===== src/rtl/mm_pkg.sv =====
package mm_pkg;
  localparam int unsigned DIM     = 16;
  localparam int unsigned OP_W    = 16;
  localparam int unsigned ACC_W   = 40;
  localparam int unsigned ADD_LAT = 7;
  localparam int unsigned A_BASE  = 0;
  localparam int unsigned B_BASE  = 256;
  localparam int unsigned ADDR_W  = 9;
  localparam int unsigned KW      = $clog2(DIM);
  localparam int unsigned CW      = 2 * KW;

  typedef struct packed {
    logic          first;
    logic          last;
    logic          live;
    logic [CW-1:0] c_idx;
  } mac_tag_t;
endpackage


===== src/rtl/mm_addr_gen.sv =====
module mm_addr_gen
  import mm_pkg::*;
#(
  parameter int unsigned DIM_P = DIM,
  parameter int unsigned LAT_P = ADD_LAT
) (
  input  logic              clk_i,
  input  logic              rst_ni,
  input  logic              start_i,
  output logic              valid_o,
  output logic [ADDR_W-1:0] a_addr_o,
  output logic [ADDR_W-1:0] b_addr_o,
  output mac_tag_t          tag_o
);
  localparam int unsigned NOUT = DIM_P * DIM_P;
  localparam int unsigned NGRP = (NOUT + LAT_P - 1) / LAT_P;
  localparam int unsigned SW   = $clog2(LAT_P);
  localparam int unsigned GW   = $clog2(NGRP);
  localparam int unsigned OW   = $clog2(NGRP * LAT_P);

  logic          run_q;
  logic [SW-1:0] s_q;
  logic [KW-1:0] k_q;
  logic [GW-1:0] g_q;
  logic          end_s, end_k, end_g;
  logic [OW-1:0] o_idx;
  logic [KW-1:0] row, col;

  assign end_s = (s_q == SW'(LAT_P - 1));
  assign end_k = (k_q == KW'(DIM_P - 1));
  assign end_g = (g_q == GW'(NGRP - 1));

  always_ff @(posedge clk_i or negedge rst_ni) begin
    if (!rst_ni) begin
      run_q <= 1'b0;
      s_q   <= '0;
      k_q   <= '0;
      g_q   <= '0;
    end else if (!run_q) begin
      run_q <= start_i;
      s_q   <= '0;
      k_q   <= '0;
      g_q   <= '0;
    end else if (end_s) begin
      s_q <= '0;
      if (end_k) begin
        k_q <= '0;
        if (end_g) run_q <= 1'b0;
        else       g_q   <= g_q + 1'b1;
      end else begin
        k_q <= k_q + 1'b1;
      end
    end else begin
      s_q <= s_q + 1'b1;
    end
  end

  // lane s of group g owns output 7g+s; surplus lanes wrap and are masked
  assign o_idx = OW'(g_q) * OW'(LAT_P) + OW'(s_q);
  assign row   = o_idx[CW-1:KW];
  assign col   = o_idx[KW-1:0];

  assign valid_o     = run_q;
  assign a_addr_o    = ADDR_W'(A_BASE) + ADDR_W'({row, k_q});
  assign b_addr_o    = ADDR_W'(B_BASE) + ADDR_W'({k_q, col});
  assign tag_o.first = (k_q == '0);
  assign tag_o.last  = end_k;
  assign tag_o.live  = (o_idx < OW'(NOUT));
  assign tag_o.c_idx = o_idx[CW-1:0];
endmodule


===== src/rtl/mm_mac_pipe.sv =====
module mm_mac_pipe
  import mm_pkg::*;
#(
  parameter int unsigned LAT_P = ADD_LAT
) (
  input  logic                   clk_i,
  input  logic                   rst_ni,
  input  logic                   valid_i,
  input  mac_tag_t               tag_i,
  input  logic signed [OP_W-1:0] a_i,
  input  logic signed [OP_W-1:0] b_i,
  output logic                   wr_o,
  output logic [CW-1:0]          wr_addr_o,
  output logic [ACC_W-1:0]       wr_data_o
);
  localparam int unsigned PW = 2 * OP_W;

  logic                    v_d1, v_p;
  mac_tag_t                tag_d1, tag_p;
  logic signed [PW-1:0]    prod_d, prod_q;
  logic signed [ACC_W-1:0] prod_ext, sum_d;
  logic                    v_q   [LAT_P];
  mac_tag_t                tag_q [LAT_P];
  logic signed [ACC_W-1:0] acc_q [LAT_P];

  assign prod_d = a_i * b_i;

  always_ff @(posedge clk_i or negedge rst_ni) begin
    if (!rst_ni) begin
      v_d1 <= 1'b0;
      v_p  <= 1'b0;
    end else begin
      v_d1 <= valid_i;
      v_p  <= v_d1;
    end
  end

  always_ff @(posedge clk_i) begin
    tag_d1 <= tag_i;
    tag_p  <= tag_d1;
    prod_q <= prod_d;
  end

  // feedback from the adder tail belongs to the same lane, LAT_P cycles older
  assign prod_ext = {{(ACC_W - PW){prod_q[PW-1]}}, prod_q};
  assign sum_d    = prod_ext + (tag_p.first ? '0 : acc_q[LAT_P-1]);

  for (genvar st = 0; st < LAT_P; st++) begin : g_add
    if (st == 0) begin : g_head
      always_ff @(posedge clk_i or negedge rst_ni) begin
        if (!rst_ni) v_q[0] <= 1'b0;
        else         v_q[0] <= v_p;
      end
      always_ff @(posedge clk_i) begin
        acc_q[0] <= sum_d;
        tag_q[0] <= tag_p;
      end
    end else begin : g_body
      always_ff @(posedge clk_i or negedge rst_ni) begin
        if (!rst_ni) v_q[st] <= 1'b0;
        else         v_q[st] <= v_q[st-1];
      end
      always_ff @(posedge clk_i) begin
        acc_q[st] <= acc_q[st-1];
        tag_q[st] <= tag_q[st-1];
      end
    end
  end

  assign wr_o      = v_q[LAT_P-1] & tag_q[LAT_P-1].last & tag_q[LAT_P-1].live;
  assign wr_addr_o = tag_q[LAT_P-1].c_idx;
  assign wr_data_o = acc_q[LAT_P-1];
endmodule


===== src/rtl/mm_engine.sv =====
module mm_engine
  import mm_pkg::*;
(
  input  logic              clk_i,
  input  logic              rst_ni,
  input  logic              start_i,
  output logic              op_re_o,
  output logic [ADDR_W-1:0] a_addr_o,
  output logic [ADDR_W-1:0] b_addr_o,
  input  logic [OP_W-1:0]   a_data_i,
  input  logic [OP_W-1:0]   b_data_i,
  output logic              c_we_o,
  output logic [CW-1:0]     c_addr_o,
  output logic [ACC_W-1:0]  c_data_o,
  output logic              done_o
);
  logic     busy_q, done_q, go;
  mac_tag_t tag;

  // a job stays busy until its done pulse, so early starts are dropped
  assign go = start_i & ~busy_q;

  always_ff @(posedge clk_i or negedge rst_ni) begin
    if (!rst_ni) begin
      busy_q <= 1'b0;
      done_q <= 1'b0;
    end else begin
      done_q <= c_we_o & (c_addr_o == '1);
      if (go)          busy_q <= 1'b1;
      else if (done_q) busy_q <= 1'b0;
    end
  end

  mm_addr_gen #(.DIM_P(DIM), .LAT_P(ADD_LAT)) u_agen (
    .clk_i    (clk_i),
    .rst_ni   (rst_ni),
    .start_i  (go),
    .valid_o  (op_re_o),
    .a_addr_o (a_addr_o),
    .b_addr_o (b_addr_o),
    .tag_o    (tag)
  );

  mm_mac_pipe #(.LAT_P(ADD_LAT)) u_mac (
    .clk_i     (clk_i),
    .rst_ni    (rst_ni),
    .valid_i   (op_re_o),
    .tag_i     (tag),
    .a_i       (a_data_i),
    .b_i       (b_data_i),
    .wr_o      (c_we_o),
    .wr_addr_o (c_addr_o),
    .wr_data_o (c_data_o)
  );

  assign done_o = done_q;
endmodule


===== config.mk =====
export PLATFORM = sky130hd
export DESIGN_NAME = mm_engine
export DESIGN_NICKNAME = d
export VERILOG_FILES = /design/src/rtl/mm_pkg.sv /design/src/rtl/mm_addr_gen.sv /design/src/rtl/mm_mac_pipe.sv /design/src/rtl/mm_engine.sv
export SDC_FILE = /design/constraint.sdc
export NUM_CORES = 1
export LEC_CHECK = 0
export CORE_MARGIN = 5
export CORE_UTILIZATION = 50
export DETAILED_ROUTE_END_ITERATION = 7
export PLACE_DENSITY = 0.68
export SLEW_MARGIN = 0
export SYNTH_ARGS = -nofsm -noshare
export SYNTH_HDL_FRONTEND = slang
export SYNTH_SLANG_ARGS = --single-unit

===== constraint.sdc =====
create_clock -name clk_i -period 4.6 [get_ports clk_i]
set_input_delay 1.15 -clock clk_i [delete_from_list [all_inputs] [get_ports clk_i]]
set_output_delay 1.15 -clock clk_i [all_outputs]
set_load 0.01 [all_outputs]

**Yosys cells after proc, flatten, opt, wreduce, memory -nomap -nowiden**

Memory sizes are Yosys's and may differ from the RTL's.
Index checks and enable logic that the tools add are counted.

- Add/subtract/negate cells: 6
- Multiply operators: 2
- Order comparisons: 1
- Eq/ne operators: 7
- Mux-type cells: 16
- Bitwise gates (word level): 5
- Reductions and logical operators: 3

Operators by type and width:

| kind | count |
|---|---|
| $add 40x40->40 | 1 |
| $mux 40 | 1 |
| $mul 16x16->32 | 1 |
| $mux 6 | 4 |
| $mux 4 | 3 |
| $add 9x3->9 | 1 |
| $add 9x8->9 const A | 1 |
| $lt 9x9->1 const B | 1 |
| $mul 6x3->9 const B | 1 |
| $eq 8x8->1 const B | 1 |
| $add 6x1->6 const B | 1 |
| $eq 6x6->1 const B | 1 |
| $mux 1 | 6 |
| $mux 3 | 2 |
| $ne 2x2->1 const B | 3 |
| $add 4x1->4 const B | 1 |
| $and 1x1->1 | 4 |
| $eq 4x4->1 const B | 1 |
| $logic_not 4->1 | 1 |
| $add 3x1->3 const B | 1 |
| $eq 3x3->1 const B | 1 |
| $reduce_and 3->1 | 1 |
| $reduce_bool 2->1 | 1 |
| $not 1->1 | 1 |

- Bits in registers: 79
- Memory bits (writable): 357
- Input bits: 35
- Word-level logic and storage cells: 66
- Memories: 2

Memory list:

| name | depth | bits a word | rd ports | clocked after Yosys merged registers in | write ports | RTL line | RTL |
|---|---|---|---|---|---|---|---|
| u_mac.acc_q | 7 | 40 | 7 | 0 | 7 | mm_mac_pipe.sv:24 | `logic signed [ACC_W-1:0] acc_q [LAT_P];` |
| u_mac.tag_q | 7 | 11 | 7 | 0 | 7 | mm_mac_pipe.sv:23 | `mac_tag_t tag_q [LAT_P];` |

**Depth between registers and ports, before layout**

Gate-level depths: netlist of the first run.

- Word-level depth: 5
- Mapped depth: 25

**Cells and area by module**

Synthesis of the first run repeated with hierarchy kept, for this count alone.

- Cells, all modules: 1,954
- Area, all modules: 21,916.0 um2

By module, submodules not included:

| module | times used | cells an instance | area each (um2) | sequential area each (um2) |
|---|---|---|---|---|
| mm_mac_pipe | 1 | 1,804 | 20,433.3 | 8,313.0 |
| mm_addr_gen | 1 | 141 | 1,392.6 | 350.3 |
| mm_engine | 1 | 9 | 90.1 | 50.0 |

**Least setup slack after synthesis of the first run**

No wires, ideal clock.

- Path kind: input to register
- From: input port b_data_i[7]
- To: register u_mac.prod_q[31]
- Library setup time: 118 ps
- Data arrival time: 6,634 ps
- Slack: -2,152 ps
- Stages: 21
- Path buffers: 1
- Path through: clkbuf_1 > nand2_1 > fa_1 > inv_1 > fa_1 > fa_1 > fa_1 > fa_1 > inv_1 > fa_1 > inv_1 > ha_1 > a21o_1 > a211oi_2 > o21a_1 > nor3_1 > a2111oi_2 > o21ai_2 > a31o_1 > o41a_1 > xnor2_1

- Word-level cells in the longest chain between the ends: 1

RTL lines:

| element | RTL line | RTL |
|---|---|---|
| from (decl) | mm_engine.sv:11 | `input logic [OP_W-1:0] b_data_i,` |
| $mul 16x16->32 | mm_mac_pipe.sv:26 | `assign prod_d = a_i * b_i;` |
| net u_mac.prod_d[31] | mm_mac_pipe.sv:20 | `logic signed [PW-1:0] prod_d, prod_q;` |
| to (signal assigned) | mm_mac_pipe.sv:41 | `prod_q <= prod_d;` |
| to (decl) | mm_mac_pipe.sv:20 |  |

The timed path passes the listed nets, and every way through them passes these cells.
A chain may end at the register's enable or synchronous reset.

**Worst setup path in the final report of the first run**

- From: input port b_data_i[1]
- To: register u_mac.prod_q[30]

The elaborated chain is that of the path after synthesis.

==> reports/summary.txt, run 1 <==
CTS buffer count = 42
pin count of the biggest net entering global routing = 25
cells after synthesis = 1951
1st-iter DRT viols = 578
required time worst endpoint = 5.04 ns
Area Growth Syn to Fin = 26.53%
via count = 13870
Initial Utilization = 50.54%
clock sink total = 429
fin crit share = 134.5%
CTS max path bufs = 3
post-synth net total = 2400
Die Y = 218.4 um
Final WS setup = -1.588 ns
initial antenna violation count = 0
RSZ-0062 raised after global routing = true
Yosys reg bits = 429
final hold viol count = 0
fin area = 27490 um2
Placement Cell Area = 24830 um2
Tmin final = 6.188 ns
Slew headroom = 23.12%
GP Congestion = 0.9068
Top Ports = 104
cts hold-fix bufs = 0
Max-Cap Viols = 0
first-pass GRT wire length = 76360 um
antenna cell count = 0
synth cell count leaders = dfxtp_1 (404), inv_1 (311), fa_1 (270)
Crit path arrival time = 6.63 ns
TNS Setup = -26.96 ns
DIE WIDTH = 218.4 um
clock transition at the registers of the reported paths = 0.06 ns
DRC Markers = 0
leading area contributor after synthesis = dfxtp_1
yosys warns = 0
post-synth top area share = 37.23%
Post-Route WL = 45630 um
HPWL Detailed = 35100 um
Seq/Total Area, Yosys = 40.11%
grt total ovfl = 0
number of flops mapped to enable cells by yosys = 0
critical path endpoint category = register
most frequent cell after synthesis = dfxtp_1
number of global-route vias before repair = 15330
Rows = 76
status = finished with violations
Final Hold Slack = 0.3156 ns
layout cell share with drive strength beyond 1 = 23.07%
drt first pass iters = 5
failing checks = negative setup slack
startpoint types = input pin
final setup fails = 24
Synth Cell Area = 21720 um2
top post-synthesis cells by area = dfxtp_1 (37%), fa_1 (25%), ha_1 (8.3%)
Worst-Skew Late Latency = 0.56 ns
CTS root buf = clkbuf_16
FFs w/ async S/R, synth = 5.828%
Slew @ Worst Pin = 1.150 ns
DRT antenna net count = 0
htree depth = 2
drt wl/cell = 15.73 um
vias per cell = 4.784
max-slew violations = 0
Cell variety after synth = 62
CTS tree = done
max frequency = 161.6 MHz
Fin Clk Skew = 0.01723 ns
Max FO, Critical Path = 6
# port buffers = 101
CORE AREA = 42980 um2
average cell area after synthesis = 11.13 um2
DIE AREA = 47710 um2
main flop type after synthesis = dfxtp_1
Final Net Count = 2735
post-route insts no fill = 2900
Hold Crit Class = reg2reg
Worst Setup Path Type = in2reg
GRT Overall Usage = 19.96%
Placed Cells = 2751
[logic make-up after synthesis]
| group | count (synthesis) | synth area share, % |
|---|---|---|
| AND/OR/NAND/NOR | 461 | 10.59 |
| flip-flops | 429 | 40.11 |
| buffers and inverters | 378 | 6.912 |
| AO/OA/AOI/OAI | 183 | 5.777 |
| multiplexers | 1 | 0.04608 |
| XOR/XNOR | 83 | 3.347 |
| other | 2 | 0.03457 |
| adder cells (fa/ha/maj) | 414 | 33.18 |
[flip-flops by register name, summed over array words and instances (netlist names)]
register,flops
busy_q,1
done_o,1
u_agen.g_q,6
u_agen.k_q,4
u_agen.s_q,3
u_agen.valid_o,1
u_mac.acc_q,280
u_mac.prod_q,32
u_mac.tag_d1,11
u_mac.tag_p,11
u_mac.tag_q,70
u_mac.v_d1,1
u_mac.v_p,1
u_mac.v_q,7
[layer usage]
layer / vias to the layer above / track usage (%) / part of all wire [%]
li1: 6663 / - / -
met1: 6852 / 24.94 / 42
met2: 244 / 34.96 / 50
met3: 115 / 3.103 / 3.1
met4: 0 / 7.745 / 4.1
met5: - / 0 / 0
[metrics by stage]
step	utilization, %	setup WS (ns)
3_3_place_gp	57.77	-2.522
2_1_floorplan	-	-1.747
3_5_place_dp	57.77	-2.591
5_1_grt	63.95	-1.700
4_1_cts	63.12	-1.584
6_report	63.95	-1.588
[repair_timing]
action / 4_1_cts / 5_1_grt
pin swaps: 89 / 91
buffers inserted: 72 / 17
endpoints found under the setup margin: 29 / 29
resized for setup: 271 / 109
[final timing paths]
path | start | to | slack, ns | cells after the start
min in group asynchronous | rst_ni | busy_q | 1.20 | 1
max reg2reg | u_agen.g_q[0] | u_mac.tag_d1[7] | 0.21 | 25
max in group asynchronous | rst_ni | u_mac.v_q[0] | 2.70 | 1
max | b_data_i[1] | u_mac.prod_q[30] | -1.59 | 22
min reg2reg | u_mac.acc_q[3][12] | u_mac.acc_q[4][12] | 0.32 | 0
min | u_mac.acc_q[3][12] | u_mac.acc_q[4][12] | 0.32 | 0
[final cells by class]
class | count | area (um2)
fillers | 3440 | 15500
multi-input cells | 1144 | 12250
flip-flops and latches | 429 | 8713
repair buffers | 357 | 3199
clock buffers | 56 | 1186
inverters | 312 | 1179
well taps | 585 | 732.0
clock inverters | 17 | 221.5
[cell usage in the layout, fill, tap and decap left out, drive strengths merged, types with 9 or more instances in the layout]
| master | instances |
|---|---|
| and2 | 126 |
| fa | 270 |
| nor2b | 41 |
| xnor2 | 60 |
| nor2 | 72 |
| o21ai | 33 |
| a21oi | 58 |
| nand2b | 16 |
| a21o | 25 |
| buf | 280 |
| nand4 | 11 |
| dfxtp | 404 |
| nor3 | 14 |
| o21a | 12 |
| o21bai | 11 |
| dfrtp | 25 |
| a211oi | 9 |
| nand3 | 14 |
| inv | 316 |
| nand2 | 150 |
| ha | 144 |
| clkdlybuf4s50 | 65 |
| clkbuf | 65 |
| xor2 | 23 |
[critical path: stages]
cell and delay, ns:
buf_6 0.09, buf_8 0.13, nand2_4 0.07, inv_4 0.04, fa_2 0.67, buf_4 0.15
fa_1 0.42, fa_1 0.52, fa_1 0.44, fa_1 0.51, inv_2 0.04, fa_1 0.54
inv_2 0.05, ha_4 0.26, o21ai_2 0.06, o21a_1 0.24, o41a_1 0.48, a311oi_2 0.31
o21ai_1 0.11, nand2b_1 0.11, a31oi_1 0.10, xnor2_1 0.14
Power of run 1 is not shown: default switching activity piles up to over one toggle a cycle in this logic, so the estimate is an artifact.
==> run 2: changes to the inputs <==
--- a/config.mk
+++ b/config.mk
@@ -8,6 +8,7 @@
 export CORE_MARGIN = 5
 export CORE_UTILIZATION = 50
 export DETAILED_ROUTE_END_ITERATION = 7
+export GPL_ROUTABILITY_DRIVEN = 0
 export PLACE_DENSITY = 0.68
 export SLEW_MARGIN = 0
 export SYNTH_ARGS = -nofsm -noshare
==> run 2 against run 1 <==
The run still ends with negative setup slack left. Fmax up 1.4%. Via count up 0.27%. Final cell count shrank 0.90%. Non-clock buffer count down 31. Highest routed layer unchanged. Final area decreased by 0.79%. Critical path type unchanged. Register-to-register slack got worse by 0.05 ns. Utilization down 0.51 points. Global-route usage shrank 0.58 points. Critical path depth is the same.
==> reports/summary.txt, run 2 (synthesized netlist as in run 1, its figures left out) <==
DIE WIDTH = 218.4 um
critical path endpoint category = register
clock sink total = 429
pin count of the biggest net entering global routing = 26
Crit path arrival time = 6.55 ns
Final Net Count = 2705
Slew headroom = 43.99%
antenna cell count = 0
most common cell after layout, fill and taps aside = dfxtp_1
RSZ-0062 raised after global routing = true
# port buffers = 101
vias per cell = 4.840
layout cell share with drive strength beyond 1 = 23.20%
drt wl/cell = 15.40 um
DIE AREA = 47710 um2
Worst Setup Path Type = in2reg
Top Ports = 104
CTS tree = done
Area Growth Syn to Fin = 25.53%
Final WS setup = -1.505 ns
Die Y = 218.4 um
final hold viol count = 0
DRT antenna net count = 0
Rows = 76
DRC Markers = 0
wire length on met1 = 18370 um
met2 WL = 22510 um
number of global-route vias before repair = 15380
CTS max path bufs = 3
failing checks = negative setup slack
htree depth = 2
Worst-Skew Late Latency = 0.56 ns
DR top layer = met4
Initial Utilization = 50.54%
Fin Clk Skew = 0.02401 ns
fin crit share = 132.7%
Hold Crit Class = reg2reg
HPWL Detailed = 34070 um
Regs by FF count = u_mac.acc_q x280, u_mac.tag_q x70, u_mac.prod_q x32
CTS buffer count = 43
max frequency = 163.8 MHz
WL met3 = 1617 um
drt first pass iters = 5
CTS root buf = clkbuf_16
Post-Route WL = 44270 um
Max-Cap Viols = 0
final setup fails = 24
TNS Setup = -23.06 ns
max reg flops = 280
initial antenna violation count = 0
Max FO, Critical Path = 6
via count = 13910
GRT Overall Usage = 19.38%
startpoint types = input pin
1st-iter DRT viols = 599
cts hold-fix bufs = 0
most frequent cells in the layout = dfxtp_1 (404), inv_1 (270), fa_1 (247), buf_4 (181), nand2_1 (133)
fill count = 3364
clock transition at the registers of the reported paths = 0.06 ns
Slew @ Worst Pin = 0.8390 ns
grt total ovfl = 0
status = finished with violations
max-slew violations = 0
Biggest register = u_mac.acc_q
required time worst endpoint = 5.05 ns
CORE AREA = 42980 um2
Tmin final = 6.105 ns
first-pass GRT wire length = 74680 um
==> run 2: layer usage <==
metal	global-route usage (%)	vias up
li1	-	6613
met1	24.11	6923
met2	33.57	261
met3	3.241	114
met4	8.143	0
met5	0	-
==> run 2: per-stage QoR <==
stage | worst slack (ns) | std cells | hold slack [ns] | area, um2 | utilization [%]
after floorplan | -1.747 | 1951 | 0.3096 | 22120 | -
after global placement | -2.432 | 2738 | 0.3097 | 24730 | 57.54
after detailed placement | -2.531 | 2738 | 0.3121 | 24730 | 57.54
after CTS | -1.564 | 2866 | 0.3116 | 26890 | 62.56
after global routing | -1.675 | 2874 | 0.3194 | 27270 | 63.44
final | -1.505 | 2874 | 0.3126 | 27270 | 63.44
==> run 2: timing repair <==
item                       in CTS  in global routing
gates resized for setup       247                162
setup endpoints to repair      29                 28
pin swaps                      89                 99
buffers inserted               52                 27
==> run 2: critical path, cell delays in order <==
cell and delay, ns:
buf_4 0.14, and2_4 0.14, fa_1 0.56, inv_2 0.05, fa_2 0.52, inv_2 0.04
fa_2 0.57, fa_2 0.42, fa_1 0.50, inv_1 0.06, fa_1 0.49, inv_1 0.04
ha_2 0.16, a21o_1 0.20, a211oi_2 0.22, o21a_1 0.21, nor3_4 0.08, a2111oi_4 0.21
o21ai_2 0.12, a31o_1 0.20, o41a_1 0.33, xnor2_1 0.14
==> run 2: final timing paths <==
kind                                        start           endpoint  slack, ns  cells past startpoint
worst max-delay path                  b_data_i[6]   u_mac.prod_q[31]      -1.50                     22
worst min-delay path            u_mac.tag_q[4][4]  u_mac.tag_q[5][4]       0.31                      0
worst max register to register      u_agen.g_q[2]    u_mac.tag_d1[7]       0.16                     25
worst min register to register  u_mac.tag_q[4][4]  u_mac.tag_q[5][4]       0.31                      0
max in group asynchronous                  rst_ni       u_mac.v_q[2]       3.01                      2
min in group asynchronous                  rst_ni      u_agen.s_q[2]       1.05                      1
==> run 2: cell type report <==
class	count	area [um2]	share of cell area, %
Clock inverter	19	267.8	0.9820
Tap cell	585	732.0	2.684
Clock buffer	59	1237	4.538
Timing Repair Buffer	326	2894	10.61
Sequential cell	429	8713	31.96
Inverter	312	1179	4.322
Multi-Input combinational cell	1144	12240	44.90
Power of run 2 is left out for the same reason.
==> run 3: changes to the inputs <==
--- a/config.mk
+++ b/config.mk
@@ -6,11 +6,10 @@
 export NUM_CORES = 1
 export LEC_CHECK = 0
 export CORE_MARGIN = 5
-export CORE_UTILIZATION = 50
+export CORE_UTILIZATION = 49
 export DETAILED_ROUTE_END_ITERATION = 7
 export GPL_ROUTABILITY_DRIVEN = 0
-export PLACE_DENSITY = 0.68
-export SLEW_MARGIN = 0
+export PLACE_DENSITY = 0.67
 export SYNTH_ARGS = -nofsm -noshare
 export SYNTH_HDL_FRONTEND = slang
 export SYNTH_SLANG_ARGS = --single-unit
==> run 3 against run 2 <==
The run still ends with negative setup slack left. Global-route usage decreased by 1.2 points. Final area decreased by 1.3%. Wire length decreased by 5.0%. Via count decreased by 2.6%.
==> reports/summary.txt, run 3 (synthesized netlist as in run 1, its figures left out) <==
critical path endpoint category = register
Biggest register = u_mac.acc_q
Die Y = 220.6 um
pin count of the biggest net entering global routing = 27
number of global-route vias before repair = 14760
1st-iter DRT viols = 541
required time worst endpoint = 5.04 ns
RR Endpoint = u_mac.acc_q[0][38]
Placed Cells = 2740
Place WS = -2.573 ns
drt wl/cell = 14.72 um
Setup crit end = u_mac.prod_q[30]
clock sink total = 429
r2r startpoint = u_mac.tag_p[10]
Initial Utilization = 49.34%
Placement Cell Area = 24640 um2
initial antenna violation count = 0
htree depth = 2
reg2reg path depth = 13
clock transition at the registers of the reported paths = 0.06 ns
first-pass GRT wire length = 71680 um
CTS max path bufs = 3
Max FO, Critical Path = 6
GRT Overall Usage = 18.20%
status = finished with violations
critical path's most frequent cell = fa_1
Slew @ Worst Pin = 1.089 ns
fin crit share = 133.0%
CORE AREA = 44030 um2
grt peak-use layer = met2
Final WS setup = -1.518 ns
Worst Setup SP = b_data_i[4]
RSZ-0062 raised after global routing = true
TNS Setup = -24.02 ns
Reg2Reg Setup Slack = 1.03 ns
max-slew violations = 0
max reg flops = 280
Fin Clk Skew = 0.03399 ns
GR Util met1 = 23.40%
via count = 13550
Crit-path slowest cell = fa_1
Final Net Count = 2684
final setup fails = 23
DRT antenna net count = 0
Rows = 77
CTS buffer count = 41
fill count = 3602
Crit path arrival time = 6.56 ns
CTS tree = done
Area Growth Syn to Fin = 23.89%
Regs by FF count = u_mac.acc_q x280, u_mac.tag_q x70, u_mac.prod_q x32
Max-Cap Viols = 0
# port buffers = 101
Hold Crit Class = reg2reg
GR Util met2 = 31.93%
layout cell share with drive strength beyond 1 = 21.32%
Worst Setup Path Type = in2reg
max frequency = 163.5 MHz
crit-path cells = buf_12, and2_4, fa_1, inv_1, fa_1, fa_1, inv_2, fa_1, fa_1, inv_1, fa_1, inv_2, ha_4, a21o_1, a211oi_2, o21a_1, buf_4, o41a_1, a311oi_2, o21ai_1, nand2b_1, a31oi_1, xnor2_1
Slew headroom = 27.17%
most common cell after layout, fill and taps aside = dfxtp_1
fin area = 26910 um2
DIE WIDTH = 220.6 um
post-route insts no fill = 2858
Worst-Skew Late Latency = 0.55 ns
Tmin final = 6.118 ns
DRC Markers = 0
failing checks = negative setup slack
final hold viol count = 0
stage delay of the slowest cell on the critical path = 0.58 ns
Top Ports = 104
vias per cell = 4.741
drt first pass iters = 4
startpoint types = input pin
most frequent cells in the layout = dfxtp_1 (403), inv_1 (281), fa_1 (253), buf_4 (167), nand2_1 (135)
HPWL Detailed = 32930 um
DIE AREA = 48640 um2
Post-Route WL = 42060 um
CTS root buf = clkbuf_16
met3 Use GR = 2.818%
grt total ovfl = 0
[run 3: cell count changes in the layout (fill, tap and decap cells not counted), sizes merged]
| cell | change |
|---|---|
| clkinv | +4 |
| diode | +1 |
| inv | -2 |
| clkbuf | -2 |
| bufinv | -4 |
| buf | -21 |
| dlygate4sd2 | +1 |
[run 3: layout make-up]
cell class,count,area (um2),share of cell area [%]
Clock inverter,17,187.7,0.6974
Tap cell,592,740.7,2.752
Sequential cell,429,8715,32.38
Multi-Input combinational cell,1144,12210,45.39
Clock buffer,56,1192,4.431
Antenna cell,1,2.502,0.009299
Inverter,312,1174,4.361
Timing Repair Buffer,307,2685,9.978
[run 3: through the flow]
step	hold slack (ns)	utilization [%]
after floorplan	0.3096	-
after global placement	0.3097	55.97
after detailed placement	0.3121	55.97
after CTS	0.3013	60.54
after global routing	0.3140	61.12
final	0.3037	61.12
[run 3: repair_timing]
action,4_1_cts,5_1_grt
gates cloned,3,0
pin swaps,101,72
hold buffers,0,0
buffers inserted,45,16
resized for setup,263,114
endpoints found under the setup margin,30,29
[run 3: worst min-delay path by stage]
stage / to / cells past startpoint / from
after detailed placement: u_mac.acc_q[1][31] / 0 / u_mac.acc_q[0][31]
after global routing: u_mac.acc_q[3][12] / 0 / u_mac.acc_q[2][12]
after global placement: u_mac.acc_q[2][36] / 0 / u_mac.acc_q[1][36]
final: u_mac.acc_q[5][16] / 0 / u_mac.acc_q[4][16]
after CTS: u_mac.acc_q[5][16] / 0 / u_mac.acc_q[4][16]
after floorplan: u_mac.acc_q[1][0] / 0 / u_mac.acc_q[0][0]
[run 3: worst max-delay path, delay by kind of cell]
family	cells	cell delay, ns
AO/OA/AOI/OAI	7	1.33
XOR/XNOR	1	0.12
adder cells (fa/ha/maj)	7	3.28
buffers and inverters	6	0.44
AND/OR/NAND/NOR	2	0.25
[run 3: per-layer routing]
metal | wire [um] | vias to the layer above
met3 | 1619 | 76
li1 | - | 6564
met5 | 0 | -
met4 | 1175 | 0
met1 | 18090 | 6686
met2 | 21180 | 223
Power of run 3 is left out for the same reason.
